File: config.mk
export PLATFORM = sky130hd
export DESIGN_NAME = mdc_timebase
export DESIGN_NICKNAME = d
export VERILOG_FILES = /design/src/rtl/mdc_pkg.sv /design/src/rtl/mdc_ctl_regs.sv /design/src/rtl/mdc_counter.sv /design/src/rtl/mdc_event.sv /design/src/rtl/mdc_timebase.sv
export SDC_FILE = /design/constraint.sdc
export NUM_CORES = 1
export LEC_CHECK = 0
export ABC_CLOCK_PERIOD_IN_PS = 6360
export BUFFER_PORTS_ARGS = -buffer_cell sky130_fd_sc_hd__buf_2
export CAP_MARGIN = 10
export CORE_ASPECT_RATIO = 0.75
export CORE_MARGIN = 4
export CORE_UTILIZATION = 57
export DETAILED_ROUTE_END_ITERATION = 10
export PLACE_DENSITY_LB_ADDON = 0.25
export SLEW_MARGIN = 40
export SYNTH_ARGS = -nofsm -noshare
export SYNTH_HDL_FRONTEND = slang
export SYNTH_SLANG_ARGS = --single-unit
export TNS_END_PERCENT = 100
File: constraint.sdc
create_clock -name clk -period 6.36 [get_ports clk]
set_input_delay 0 -clock clk [delete_from_list [all_inputs] [get_ports clk]]
set_output_delay 0 -clock clk [all_outputs]
set_load 0.05 [all_outputs]
File: src/rtl/mdc_pkg.sv
package mdc_pkg;

    localparam int unsigned CNT_W   = 16;
    localparam int unsigned BIT_RUN = 0;
    localparam int unsigned BIT_PER = 1;
    localparam int unsigned BIT_IE  = 2;
    localparam int unsigned BIT_FRC = 3;
    localparam int unsigned BIT_CLR = 4;

    typedef enum logic {
        SEL_MOD = 1'b0,
        SEL_CTL = 1'b1
    } reg_sel_e;

    typedef struct packed {
        logic irq_en;
        logic periodic;
        logic run;
    } cfg_t;

    typedef struct packed {
        logic load;
        logic zero_load;
        logic force_latch;
        logic flag_clr;
    } wr_evt_t;

    function automatic logic any_mod_write(input wr_evt_t e);
        return e.load | e.zero_load;
    endfunction

endpackage

File: src/rtl/mdc_ctl_regs.sv
module mdc_ctl_regs
    import mdc_pkg::*;
#(
    parameter int unsigned CW = CNT_W
) (
    input  logic          clk,
    input  logic          rst,
    input  logic          wr_en,
    input  logic          wr_sel,
    input  logic [CW-1:0] wr_data,
    output cfg_t          cfg,
    output wr_evt_t       evt
);

    logic is_mod;
    logic is_ctl;

    always_comb begin
        is_mod          = wr_en && (reg_sel_e'(wr_sel) == SEL_MOD);
        is_ctl          = wr_en && (reg_sel_e'(wr_sel) == SEL_CTL);
        evt.load        = is_mod && (wr_data != '0);
        evt.zero_load   = is_mod && (wr_data == '0);
        evt.force_latch = is_ctl && wr_data[BIT_FRC];
        evt.flag_clr    = is_ctl && wr_data[BIT_CLR];
    end

    always_ff @(posedge clk) begin
        if (rst) begin
            cfg <= '0;
        end else if (is_ctl) begin
            cfg.run      <= wr_data[BIT_RUN];
            cfg.periodic <= wr_data[BIT_PER];
            cfg.irq_en   <= wr_data[BIT_IE];
        end
    end

    // control fields follow a control write
    a_r12_cfg_update: assert property (@(posedge clk) disable iff (rst)
        is_ctl |=> (cfg.run == $past(wr_data[BIT_RUN])) &&
                   (cfg.periodic == $past(wr_data[BIT_PER])));

endmodule

File: src/rtl/mdc_counter.sv
module mdc_counter
    import mdc_pkg::*;
#(
    parameter int unsigned CW = CNT_W
) (
    input  logic          clk,
    input  logic          rst,
    input  logic          tick_en,
    input  logic [CW-1:0] wr_data,
    input  cfg_t          cfg,
    input  wr_evt_t       evt,
    output logic [CW-1:0] count,
    output logic          expire
);

    localparam logic [CW-1:0] ONE = CW'(1);

    logic [CW-1:0] reload_q;
    logic          step;
    logic          mod_wr;

    always_comb begin
        mod_wr = any_mod_write(evt);
        step   = cfg.run && tick_en && !mod_wr;
        expire = step && (count == ONE);
    end

    always_ff @(posedge clk) begin
        if (rst) begin
            count    <= '0;
            reload_q <= '0;
        end else if (evt.load) begin
            count    <= wr_data;
            reload_q <= wr_data;
        end else if (evt.zero_load) begin
            count <= '0;
        end else if (expire) begin
            count <= cfg.periodic ? reload_q : '0;
        end else if (step && (count != '0)) begin
            count <= count - ONE;
        end
    end

    // no qualified tick and no write -> count holds
    a_r3_hold: assert property (@(posedge clk) disable iff (rst)
        (!(cfg.run && tick_en) && !mod_wr) |=> $stable(count));

    // qualified tick above one decrements
    a_r3_dec: assert property (@(posedge clk) disable iff (rst)
        (step && count > ONE) |=> count == $past(count) - ONE);

    // periodic expiry reloads
    a_r5_reload: assert property (@(posedge clk) disable iff (rst)
        (expire && cfg.periodic) |=> count == $past(reload_q));

    // one-shot expiry stops at zero
    a_r6_stop: assert property (@(posedge clk) disable iff (rst)
        (expire && !cfg.periodic) |=> count == '0);

    // a modulus write wins over a tick
    a_r11_load_wins: assert property (@(posedge clk) disable iff (rst)
        evt.load |=> count == $past(wr_data));

endmodule

File: src/rtl/mdc_event.sv
module mdc_event
    import mdc_pkg::*;
(
    input  logic    clk,
    input  logic    rst,
    input  logic    expire,
    input  wr_evt_t evt,
    output logic    latch_o,
    output logic    flag_o
);

    always_ff @(posedge clk) begin
        if (rst) begin
            latch_o <= 1'b0;
            flag_o  <= 1'b0;
        end else begin
            latch_o <= expire | evt.zero_load | evt.force_latch;
            if (expire) begin
                flag_o <= 1'b1;
            end else if (evt.flag_clr) begin
                flag_o <= 1'b0;
            end
        end
    end

    // expiry strobes and sets the flag
    a_r4_expire: assert property (@(posedge clk) disable iff (rst)
        expire |=> latch_o && flag_o);

    // zero write strobes, flag untouched
    a_r7_zero: assert property (@(posedge clk) disable iff (rst)
        (evt.zero_load && !expire) |=> latch_o && (flag_o == $past(flag_o)));

    // force request strobes
    a_r8_force: assert property (@(posedge clk) disable iff (rst)
        evt.force_latch |=> latch_o);

    // clear without expiry drops the flag
    a_r9_clear: assert property (@(posedge clk) disable iff (rst)
        (evt.flag_clr && !expire) |=> !flag_o);

endmodule

File: src/rtl/mdc_timebase.sv
module mdc_timebase
    import mdc_pkg::*;
#(
    parameter int unsigned CW = CNT_W
) (
    input  logic          clk,
    input  logic          rst,
    input  logic          tick_en,
    input  logic          wr_en,
    input  logic          wr_sel,
    input  logic [CW-1:0] wr_data,
    output logic [CW-1:0] count_o,
    output logic [3:0]    ctl_o,
    output logic          latch_o,
    output logic          flag_o,
    output logic          irq_o
);

    cfg_t    cfg;
    wr_evt_t evt;
    logic    expire;

    mdc_ctl_regs #(.CW(CW)) u_regs (
        .clk     (clk),
        .rst     (rst),
        .wr_en   (wr_en),
        .wr_sel  (wr_sel),
        .wr_data (wr_data),
        .cfg     (cfg),
        .evt     (evt)
    );

    mdc_counter #(.CW(CW)) u_cnt (
        .clk     (clk),
        .rst     (rst),
        .tick_en (tick_en),
        .wr_data (wr_data),
        .cfg     (cfg),
        .evt     (evt),
        .count   (count_o),
        .expire  (expire)
    );

    mdc_event u_evt (
        .clk     (clk),
        .rst     (rst),
        .expire  (expire),
        .evt     (evt),
        .latch_o (latch_o),
        .flag_o  (flag_o)
    );

    always_comb begin
        ctl_o = {1'b0, cfg.irq_en, cfg.periodic, cfg.run};
        irq_o = flag_o & cfg.irq_en;
    end

    // an interrupt needs the flag
    a_r10_irq_needs_flag: assert property (@(posedge clk) disable iff (rst)
        irq_o |-> flag_o);

endmodule

# [After elaboration in Yosys (flattened, before gate mapping)]
# Cells that the tools add are included.
[word_totals] register_bits=37 in_bits=21 out_inout_bits=23
[classes] n_addsub=1 n_eq_ne=1 muxes=7 n_bitwise=5 reduce_logical=16
[op_table] operator="$mux W16" n=5
[op_table] operator="$reduce_bool A16 Y1" n=2
[op_table] operator="$eq A16 B1 Y1 const B" n=1
[op_table] operator="$logic_not A16 Y1" n=1
[op_table] operator="$sub A16 B1 Y16 const B" n=1
[op_table] operator="$logic_and A1 B1 Y1" n=10
[op_table] operator="$reduce_bool A4 Y1" n=1
[op_table] operator="$or A1 B1 Y1" n=3
[op_table] operator="$mux W1" n=2
[op_table] operator="$reduce_bool A2 Y1" n=1
[op_table] operator="$and A1 B1 Y1" n=1
[op_table] operator="$logic_not A1 Y1" n=1
[op_table] operator="$not A1 Y1" n=1

# [Logic depth before layout (Yosys ltp)]
# Gate-level depths: netlist of the first run.
[depth] depth_word=11 ltp_mapped=9 ltp_nobuf=7

# [By module]
# A second synthesis of the first run with hierarchy kept.
[unflattened] hier_cells=258 hier_area_um2=2144.6
[modules_own_cells] module="mdc_counter" instances=1 cells_each=226 area_each_um2=1876.8 seq_area_each_um2=640.6
[modules_own_cells] module="mdc_ctl_regs" instances=1 cells_each=22 area_each_um2=182.7 seq_area_each_um2=60.1
[modules_own_cells] module="mdc_event" instances=1 cells_each=7 area_each_um2=67.6 seq_area_each_um2=40.0
[modules_own_cells] module="mdc_timebase" instances=1 cells_each=3 area_each_um2=17.5 seq_area_each_um2=0.0

# [Worst setup path before layout of the first run]
# No wires, ideal clock.
[synth_path] path_kind="register to register" from="register u_cnt.count[4]" to="register u_cnt.count[9]" setup_ps=88 t_arrival_ps=2638 setup_slack_ps=3634 stages_incl_launch_ff=9 n_path_buf=3 synth_period_minus_slack_ps=2726 cell_sequence="dfxtp_1 > buf_6 > or4_4 > buf_6 > or4_4 > buf_6 > o32a_1 > a221o_1 > a311oi_2"
[synth_via] elab_chain_cells=5
[synth_rtl] item="from (decl)" line_no="mdc_counter.sv:12" rtl="output logic [CW-1:0] count,"
[synth_rtl] item="from (signal assigned)" line_no="mdc_counter.sv:33" rtl="count <= wr_data;"
[synth_rtl] item="from (signal assigned)" line_no="mdc_counter.sv:38" rtl="count <= cfg.periodic ? reload_q : '0;"
[synth_rtl] item="from (signal assigned)" line_no="mdc_counter.sv:40" rtl="count <= count - ONE;"
[synth_rtl] item="$sub A16 B1 Y16 / $eq A16 B1 Y1 (equally long branches)" line_no="mdc_counter.sv:40, mdc_counter.sv:25"
[synth_rtl] item="$mux W16 / $logic_and A1 B1 Y1 (equally long branches)" line_no="mdc_counter.sv:39, mdc_counter.sv:25"
[synth_rtl] item="$mux W16" line_no="mdc_counter.sv:37" rtl="end else if (expire) begin"
[synth_rtl] item="$mux W16" line_no="mdc_counter.sv:35" rtl="end else if (evt.zero_load) begin"
[synth_rtl] item="$mux W16" line_no="mdc_counter.sv:32" rtl="end else if (evt.load) begin"
# Several ways; a longest one is shown, not always the timed one. The select of a mux whose other input is x is not followed.
# A chain may end at the register's enable or synchronous reset.

# [Final worst setup path of the first run]
[layout_path] from="register u_cnt.count[4]" to="register u_cnt.count[10]"
# The elaborated chain is that of the path after synthesis.

==> run metrics, run 1 <==
cell row count 18; final setup vio count 0; syn avg cell area about 8 µm²; Root Buffer clkbuf_8; Post-CTS Setup Inserts 0; Synth Flop Type dfxtp_1; WP depth 5; Slowest-stage cell, CP nor4_4; Worst Tran Pin Value 0.831 ns; clock slew at reported path FFs approximately 0.080 ns; synth warn 0; global-route wire length before repair slightly below 10000 µm; CP endpoint kind flip-flop; Sink Count 37; router iterations before antenna repair 5; CP Launch Type flip-flop; Max Buffers Root-to-Sink 2; GP Congestion around 0.92; status complete, no violations; final hold violation count 0; Leak approximately 0.87 nW; Synth Net Count roughly 300; sequential area share after synthesis a little over a third; Max Slew Vio Count 0; Final period util 52.9%; Worst slew margin between 40 and 50%; slowest stage delay, CP around 0.72 ns; initial antenna violation count 0; r2r worst-path depth 5; power per cell area about 250 nW/µm²; Gate Count Post-Synth about 270; post-synth cell types 50; die height 60.8 µm; DIE AREA 4770 µm²; PostCTS Resize Cnt 0; WP buf/inv 0; worst-path fanout max 17; GRT Overall Usage about a quarter; Remaining DRCs 0; WP data arrival 3.56 ns; WL per Instance about 17 µm; # IOs 44; final setup margin around 3 ns; Initial Utilization 62.0%; most frequent cells in the layout nand2_1, buf_2, dfxtp_1; delay-heaviest family, CP simple AND/OR/NAND/NOR gates; crit path kind reg -> reg; area grow syn2layout 13.3%; Final min period 3.37 ns; Initial DRC Count 423; TritonCTS clock tree done; max-cap violations 0; most common cell after layout, fill and taps aside nand2_1; Post-DRT Antenna Nets 0; critical path cell sequence or4_4 -> nor4_4 -> a31oi_2 -> or2_1 -> a311oi_1; nets roughly 320; final WL a little over 6000 µm; GRT Residual Overflow 0; number of CTS-inserted buffers 5; hold depth 3; Synth Register Bits 37; Highest Clock Rate 0.297 GHz; Core Area 3420 µm²; H-tree levels 2; number of synthesized flops with an enable pin 0; total number of vias 2300; PortBufs 42; Via density roughly 6.6; synthesized cell area between 2000 and 2500 µm²; pre-CTS setup slack 3.11 ns; fraction of layout cells with a size suffix above 1 around a fifth; ys async rst share 0%; Total Neg Setup Slack 0 ns; final setup skew 0.00971 ns; type of the worst min-delay path in -> reg; vias in the first global route between 1500 and 2000; worst vdd ir ~0.00017 V; HPWL Detailed around 4200 µm; diodes inserted 0; Clk Latency, worst-skew pair 0.29 ns; Worst EP required 6.55 ns; RSZ-0062 raised after global routing no; largest net degree at the start of global routing 37; DIE WIDTH 78.5 µm
[cell usage after synthesis, drive strengths merged (2+ instances only)]
cell / instances / area [µm²]
or3: 2 / 12.5
or2: 2 / 12.5
or4: 4 / 37.5
o21ai: 13 / 65.1
nand3: 7 / 35.0
a21oi: 25 / 125
a41oi: 2 / 17.5
a31oi: 6 / 43.8
clkbuf: 17 / 63.8
a311oi: 13 / 139
inv: 3 / 11.3
nand2: 55 / 206
xnor2: 5 / 43.8
dfxtp: 37 / 741
o31ai: 2 / 15.0
a22oi: 2 / 15.0
nor4: 11 / 83.8
o221a: 2 / 22.5
ha: 2 / 25.0
nand4: 6 / 37.5
xor2: 3 / 26.3
or3b: 2 / 17.5
o22ai: 2 / 12.5
buf: 8 / 68.8
o211ai: 2 / 15.0
nor2: 4 / 22.5
nor3: 23 / 115
[sequential cells by signal (all words and copies together) (netlist names)]
register and flops:
u_evt.latch_o 1, u_evt.flag_o 1, u_regs.cfg 3, u_cnt.count 16, u_cnt.reload_q 16
[per-stage QoR]
stage	hold WS [ns]	cell area, µm²	power (mW)	instances	utilization, %
floorplan	0.141	2120	0.411	272	-
global placement	0.285	2280	0.443	341	66.6
global route	0.0258	2400	0.641	351	70.2
CTS	0.00548	2400	0.609	351	70.2
finish	0.0119	2400	0.613	351	70.2
detailed placement	0.283	2290	0.446	341	66.8
[routing by layer]
metal,vias to the layer above,wire (µm),track usage (%)
met4,0,53,7.23
met2,162,2420,36.1
met1,1058,2790,40.6
met5,-,0,0
met3,8,812,6.82
li1,1072,-,-
[path summary, 6_finish.rpt]
kind | start | endpoint | slack [ns]
worst max register to register | u_cnt.count[4] | u_cnt.count[10] | 2.99
worst min register to register | u_cnt.reload_q[14] | u_cnt.reload_q[14] | 0.46
worst max-delay path | u_cnt.count[4] | u_cnt.count[10] | 2.99
worst min-delay path | wr_data[15] | u_cnt.reload_q[15] | 0.01
[worst reg2reg max path, delay by kind of cell (launching register included)]
family / cells / cell delay (ns)
simple gates: 3 / 1.95
compound gates: 2 / 0.92
flops: 1 / 0.41
[final cells by class]
type | count | area (µm²)
Timing Repair Buffer | 47 | 255
Inverter | 3 | 11.3
Multi-Input combinational cell | 207 | 1250
Fill cell | 302 | 1020
Sequential cell | 37 | 741
Tap cell | 50 | 62.6
Clock buffer | 7 | 86.3
[kinds of logic after synthesis]
logic type / Yosys count / synth area share [%]
adder cells (fa/ha/maj): 2 / 1.18
other: 1 / 0.177
buffers and inverters: 28 / 6.78
flip-flops: 37 / 34.9
AND/OR/NAND/NOR: 120 / 28.6
XOR/XNOR: 8 / 3.30
AO/OA/AOI/OAI: 76 / 25.1
[where the power goes]
part	total (mW)	switching, mW	internal (mW)
sequential	0.266	0.0201	0.246
clock	0.166	0.0797	0.0860
combinational	0.181	0.120	0.0609
total	0.613	0.220	0.393
[timing repair]
action                                  in CTS  in global routing
hold buffers                                 3                  0
endpoints found under the setup margin       0                  0
hold endpoints to repair                     3                  0
Note: power is estimated with default switching activity, not from simulation.
==> inputs of run 2 (changes only) <==
ABC_AREA = 1   (was unset)
ABC_CLOCK_PERIOD_IN_PS = 3300   (was 6360)
CORE_UTILIZATION = 55   (was 57)
clock period = 3.3 ns   (was 6.36 ns; I/O delays follow)
==> run metrics, run 2 <==
synth warn 0; Clk Latency, worst-skew pair about 0.30 ns; most numerous cell in the Yosys netlist nand2_1; Synth top area share 31.5%; hold_buf cts 0; Initial Utilization a little under three fifths; status complete, no violations; Synth Net Count 420; largest net degree at the start of global routing 30; Leak about 1.4 nW; Max Slew Vio Count 0; total number of vias between 2000 and 3000; area occupied by multi-input gates approximately 1400 µm²; Synth Flop Type dfxtp_1; Worst Tran Pin Value 0.646 ns; Area after DPL 2520 µm²; power per cell area ~480 nW/µm²; most frequent cells in the layout nand2_1, nor2_1, buf_2; DIE AREA 5390 µm²; Worst slew margin between 50% and 60%; initial antenna violation count 0; fraction of layout cells with a size suffix above 1 approximately 14%; crit path kind reg -> reg; final setup vio count 0; Final period util 69.3%; # IOs 44; syn avg cell area 5.92 µm²; final WL about 6000 µm; Filler cells roughly 410; worst vdd ir 0.000359 V; hold_ws around 0.0056 ns; number of CTS-inserted buffers 5; Initial DRC Count between 200 and 300; Highest Clock Rate around 0.44 GHz; final hold violation count 0; die height approximately 65 µm; Max Buffers Root-to-Sink 2; Worst EP required 3.49 ns; Core Area roughly 4100 µm²; GRT Overall Usage 23.3%; WL per Instance 12.7 µm; Final min period approximately 2.3 ns; WP data arrival roughly 2.5 ns; Sink Count 37; worst-path fanout max 29; TritonCTS clock tree done; clock slew at reported path FFs ~0.080 ns; PostCTS Resize Cnt 0; Synth Register Bits 37; cell taking the most area after synthesis dfxtp_1; register area 741 µm²; HPWL Detailed ~4600 µm; Gate Count Post-Synth roughly 400; diodes inserted 0; Remaining DRCs 0; cell row count 20; Via density roughly 5.3; post-synth cell types 29; vias in the first global route ~2200; final setup skew 0.00729 ns; H-tree levels 2; CP endpoint kind flip-flop; nets approximately 450; sequential area share after synthesis between 30% and 40%; DIE WIDTH between 80 and 90 µm; fin area 2620 µm²; max-cap violations 0; GRT Residual Overflow 0; number of synthesized flops with an enable pin 0; CP Launch Type flip-flop; Largest regs u_cnt.count x16, u_cnt.reload_q x16, u_regs.cfg x3; most common cell after layout, fill and taps aside nand2_1; Post-DRT Antenna Nets 0; GP Congestion slightly below 0.9; top cells by area, synth dfxtp_1, nand2_1, nor2_1; area grow syn2layout 11.6%; synthesized cell area approximately 2300 µm²; Commonest cells post-synth nand2_1, nor2_1, inv_1; router iterations before antenna repair 5; global-route wire length before repair about 10000 µm; ys async rst share 0%; Root Buffer clkbuf_8; RSZ-0062 raised after global routing no; PortBufs 42; Total Neg Setup Slack 0 ns; type of the worst min-delay path in -> reg; Post-CTS Setup Inserts 0
[run 2: metrics by stage]
| stage | setup WS (ns) | utilization, % | total power [mW] | std cells |
|---|---|---|---|---|
| floorplan | 1.32 | - | 0.835 | 397 |
| global placement | 1.12 | 61.9 | 0.915 | 477 |
| detailed placement | 1.07 | 61.9 | 0.923 | 477 |
| CTS | 1.06 | 64.3 | 1.26 | 485 |
| global route | 0.798 | 64.3 | 1.33 | 485 |
| finish | 1.01 | 64.3 | 1.26 | 485 |
[run 2: per-layer routing]
layer,wire length (µm),GRT usage (%),part of all wire (%),vias up
met2,2390,33.0,39,115
met5,0,0,0,-
met1,3080,34.9,50,1135
met3,631,5.97,10,9
met4,70,5.82,1.1,0
li1,-,-,-,1308
[run 2: cells by family after synthesis]
logic type,share of synthesized area (%)
AND/OR/NAND/NOR,43.7
other,0.160
AO/OA/AOI/OAI,11.1
buffers and inverters,10.9
XOR/XNOR,1.49
adder cells (fa/ha/maj),1.07
flip-flops,31.5
[run 2: power breakdown]
part	switching (mW)	internal [mW]	leakage, nW
clock network	0.170	0.169	0.0512
logic	0.285	0.121	1.03
registers	0.0365	0.477	0.304
[run 2: final timing paths]
kind / from / cells past startpoint / slack (ns) / endpoint
setup / recovery: u_cnt.count[0] / 8 / 1.01 / u_cnt.count[7]
hold / removal: wr_data[2] / 3 / 0.006 / u_regs.cfg[2]
setup reg to reg: u_cnt.count[0] / 8 / 1.01 / u_cnt.count[7]
hold reg to reg: u_cnt.reload_q[6] / 2 / 0.47 / u_cnt.reload_q[6]
[run 2: worst max-delay path, stage by stage (launching register included)]
cell     delay, ns
dfxtp_1       0.43
ha_1          0.19
nand2_1       0.11
nor2_4        0.17
nand3_2       0.49
nand3_4       0.50
nand2_1       0.10
nor2_1        0.13
nor2_1        0.06
[run 2: layout make-up]
type	instances	area share [%]
clock buffers	6	3.15
clock inverters	2	0.525
inverters	41	5.87
multi-input cells	302	51.6
flip-flops and latches	37	28.3
well taps	55	2.63
repair buffers	42	8.02
==> inputs of run 3 (changes only) <==
ABC_AREA = 0   (was 1)
ABC_CLOCK_PERIOD_IN_PS = 2020   (was 3300)
CORE_UTILIZATION = 49   (was 55)
clock period = 2.02 ns   (was 3.3 ns; I/O delays follow)
==> run metrics, run 3 (same netlist as run 1, synthesis figures left out) <==
area grow syn2layout 42.7%; Total Neg Setup Slack -2.96 ns; final WL 7680 µm; GRT Residual Overflow 0; cell row count 20; part of the power in registers between 30% and 40%; DIE WIDTH 84.0 µm; Root Buffer clkbuf_8; diodes inserted 0; WP data arrival 2.42 ns; RSZ-0062 raised after global routing yes; GP Congestion slightly below 0.9; nets 380; Final period util 113%; router iterations before antenna repair 5; HPWL Detailed 4960 µm; WHS Endpoint u_cnt.reload_q[10]; most common cell after layout, fill and taps aside nand2_1; failing checks setup timing; final setup skew 0.00469 ns; Initial DRC Count a little under 400; r2r worst-path depth 8; fraction of layout cells with a size suffix above 1 between 40% and 50%; P_sw a little over 0.8 mW; H-tree levels 2; Worst EP required around 2.2 ns; Sink Count 37; TritonCTS clock tree done; number of CTS-inserted buffers 5; Leak about 1.2 nW; Largest regs u_cnt.count x16, u_cnt.reload_q x16, u_regs.cfg x3; final setup margin -0.258 ns; fin area approximately 3000 µm²; Crit. Startpoint u_cnt.count[4]; Max Slew Vio Count 0; Area after DPL about 2700 µm²; Comb pwr share about two fifths; most frequent cells in the layout nand2_1, buf_4, buf_2; Via density approximately 6.3; Worst slew margin 51.9%; Max Buffers Root-to-Sink 2; worst-path fanout max 6; final hold violation count 0; Initial Utilization between 50% and 60%; Layout Utilization 73.8%; CP Launch Type flip-flop; Post-DRT Antenna Nets 0; Clk Latency, worst-skew pair just under 0.3 ns; hold_ws about 0.012 ns; DIE AREA 5460 µm²; Remaining DRCs 0; reg2reg setup slack -0.26 ns; total number of vias between 2000 and 3000; die height approximately 65 µm; type of the worst min-delay path in -> reg; initial antenna violation count 0; Worst Tran Pin Value ~0.7 ns; PortBufs 42; power per cell area approximately 730 nW/µm²; P_int ~1.4 mW; r2r startpoint u_cnt.count[4]; Final min period around 2.3 ns; hold path startpoint wr_data[10]; worst vdd ir between 0.0004 and 0.0005 V; hold depth 3; Core Area approximately 4100 µm²; global-route wire length before repair approximately 12000 µm; status finished with violations; clock slew at reported path FFs 0.08 ns; sw frac a little under two fifths; WL per Instance between 15 and 20 µm; clock network fraction of total power between 20% and 30%; crit path kind reg -> reg; final setup vio count 17; Highest Clock Rate between 0.4 and 0.5 GHz; GRT Overall Usage 27.8%; FF-to-FF End u_cnt.count[3]; # IOs 44; CP endpoint kind flip-flop; max-cap violations 0; vias in the first global route 2336; largest net degree at the start of global routing 37; Tot Pwr roughly 2.2 mW
run 3: per-layer routing:
metal | GRT usage, % | vias to the layer above | part of all wire [%] | wire, µm
met5 | 0 | - | 0 | 0
met1 | 40.6 | 1213 | 43 | 3330
met2 | 41.1 | 184 | 43 | 3300
met3 | 6.35 | 25 | 11 | 874
met4 | 6.63 | 0 | 2.3 | 173
li1 | - | 1189 | - | -
run 3: worst max-delay path, cell delays in order, from the launching register on:
cell and delay (ns):
dfxtp_4 0.35, or4_4 0.56, buf_12 0.15, nor4_4 0.25, buf_6 0.19, buf_4 0.13, a22oi_1 0.08, o21ai_0 0.27
a311oi_1 0.14
run 3: how the worst max path moves through the flow:
stage,to,cells past startpoint
2_1_floorplan,u_cnt.count[9],8
3_3_place_gp,u_cnt.count[9],5
3_5_place_dp,u_cnt.count[9],5
4_1_cts,u_cnt.count[9],5
5_1_grt,u_cnt.count[3],8
6_report,u_cnt.count[3],8
run 3: through the flow:
step,setup slack (ns),std cells
after floorplan,-0.430,272
after global placement,-0.222,391
after detailed placement,-0.265,391
after CTS,-0.224,409
after global routing,-0.308,413
final,-0.258,413
run 3: final cells by class:
class | count | area, µm²
clock buffers | 6 | 72.6
clock inverters | 2 | 13.8
fillers | 311 | 1080
inverters | 3 | 11.3
multi-input cells | 208 | 1380
flip-flops and latches | 37 | 756
well taps | 55 | 68.8
repair buffers | 102 | 722
run 3: power groups by stage:
| stage | Sequential [mW] | Clock (mW) | Combinational (mW) |
|---|---|---|---|
| floorplan | 0.941 | 0 | 0.364 |
| global placement | 0.819 | 0 | 0.698 |
| detailed placement | 0.823 | 0 | 0.701 |
| CTS | 0.807 | 0.529 | 0.813 |
| global route | 0.813 | 0.576 | 0.922 |
| finish | 0.808 | 0.531 | 0.875 |
run 3: timing repair:
item                                    in CTS  in global routing
endpoints found under the setup margin      17                 17
hold buffers                                 4                  0
buffers inserted                             6                  4
gates cloned                                 1                  0
endpoints found under the hold margin        4                  0
pin swaps                                   22                  9
gates resized for setup                     28                  8
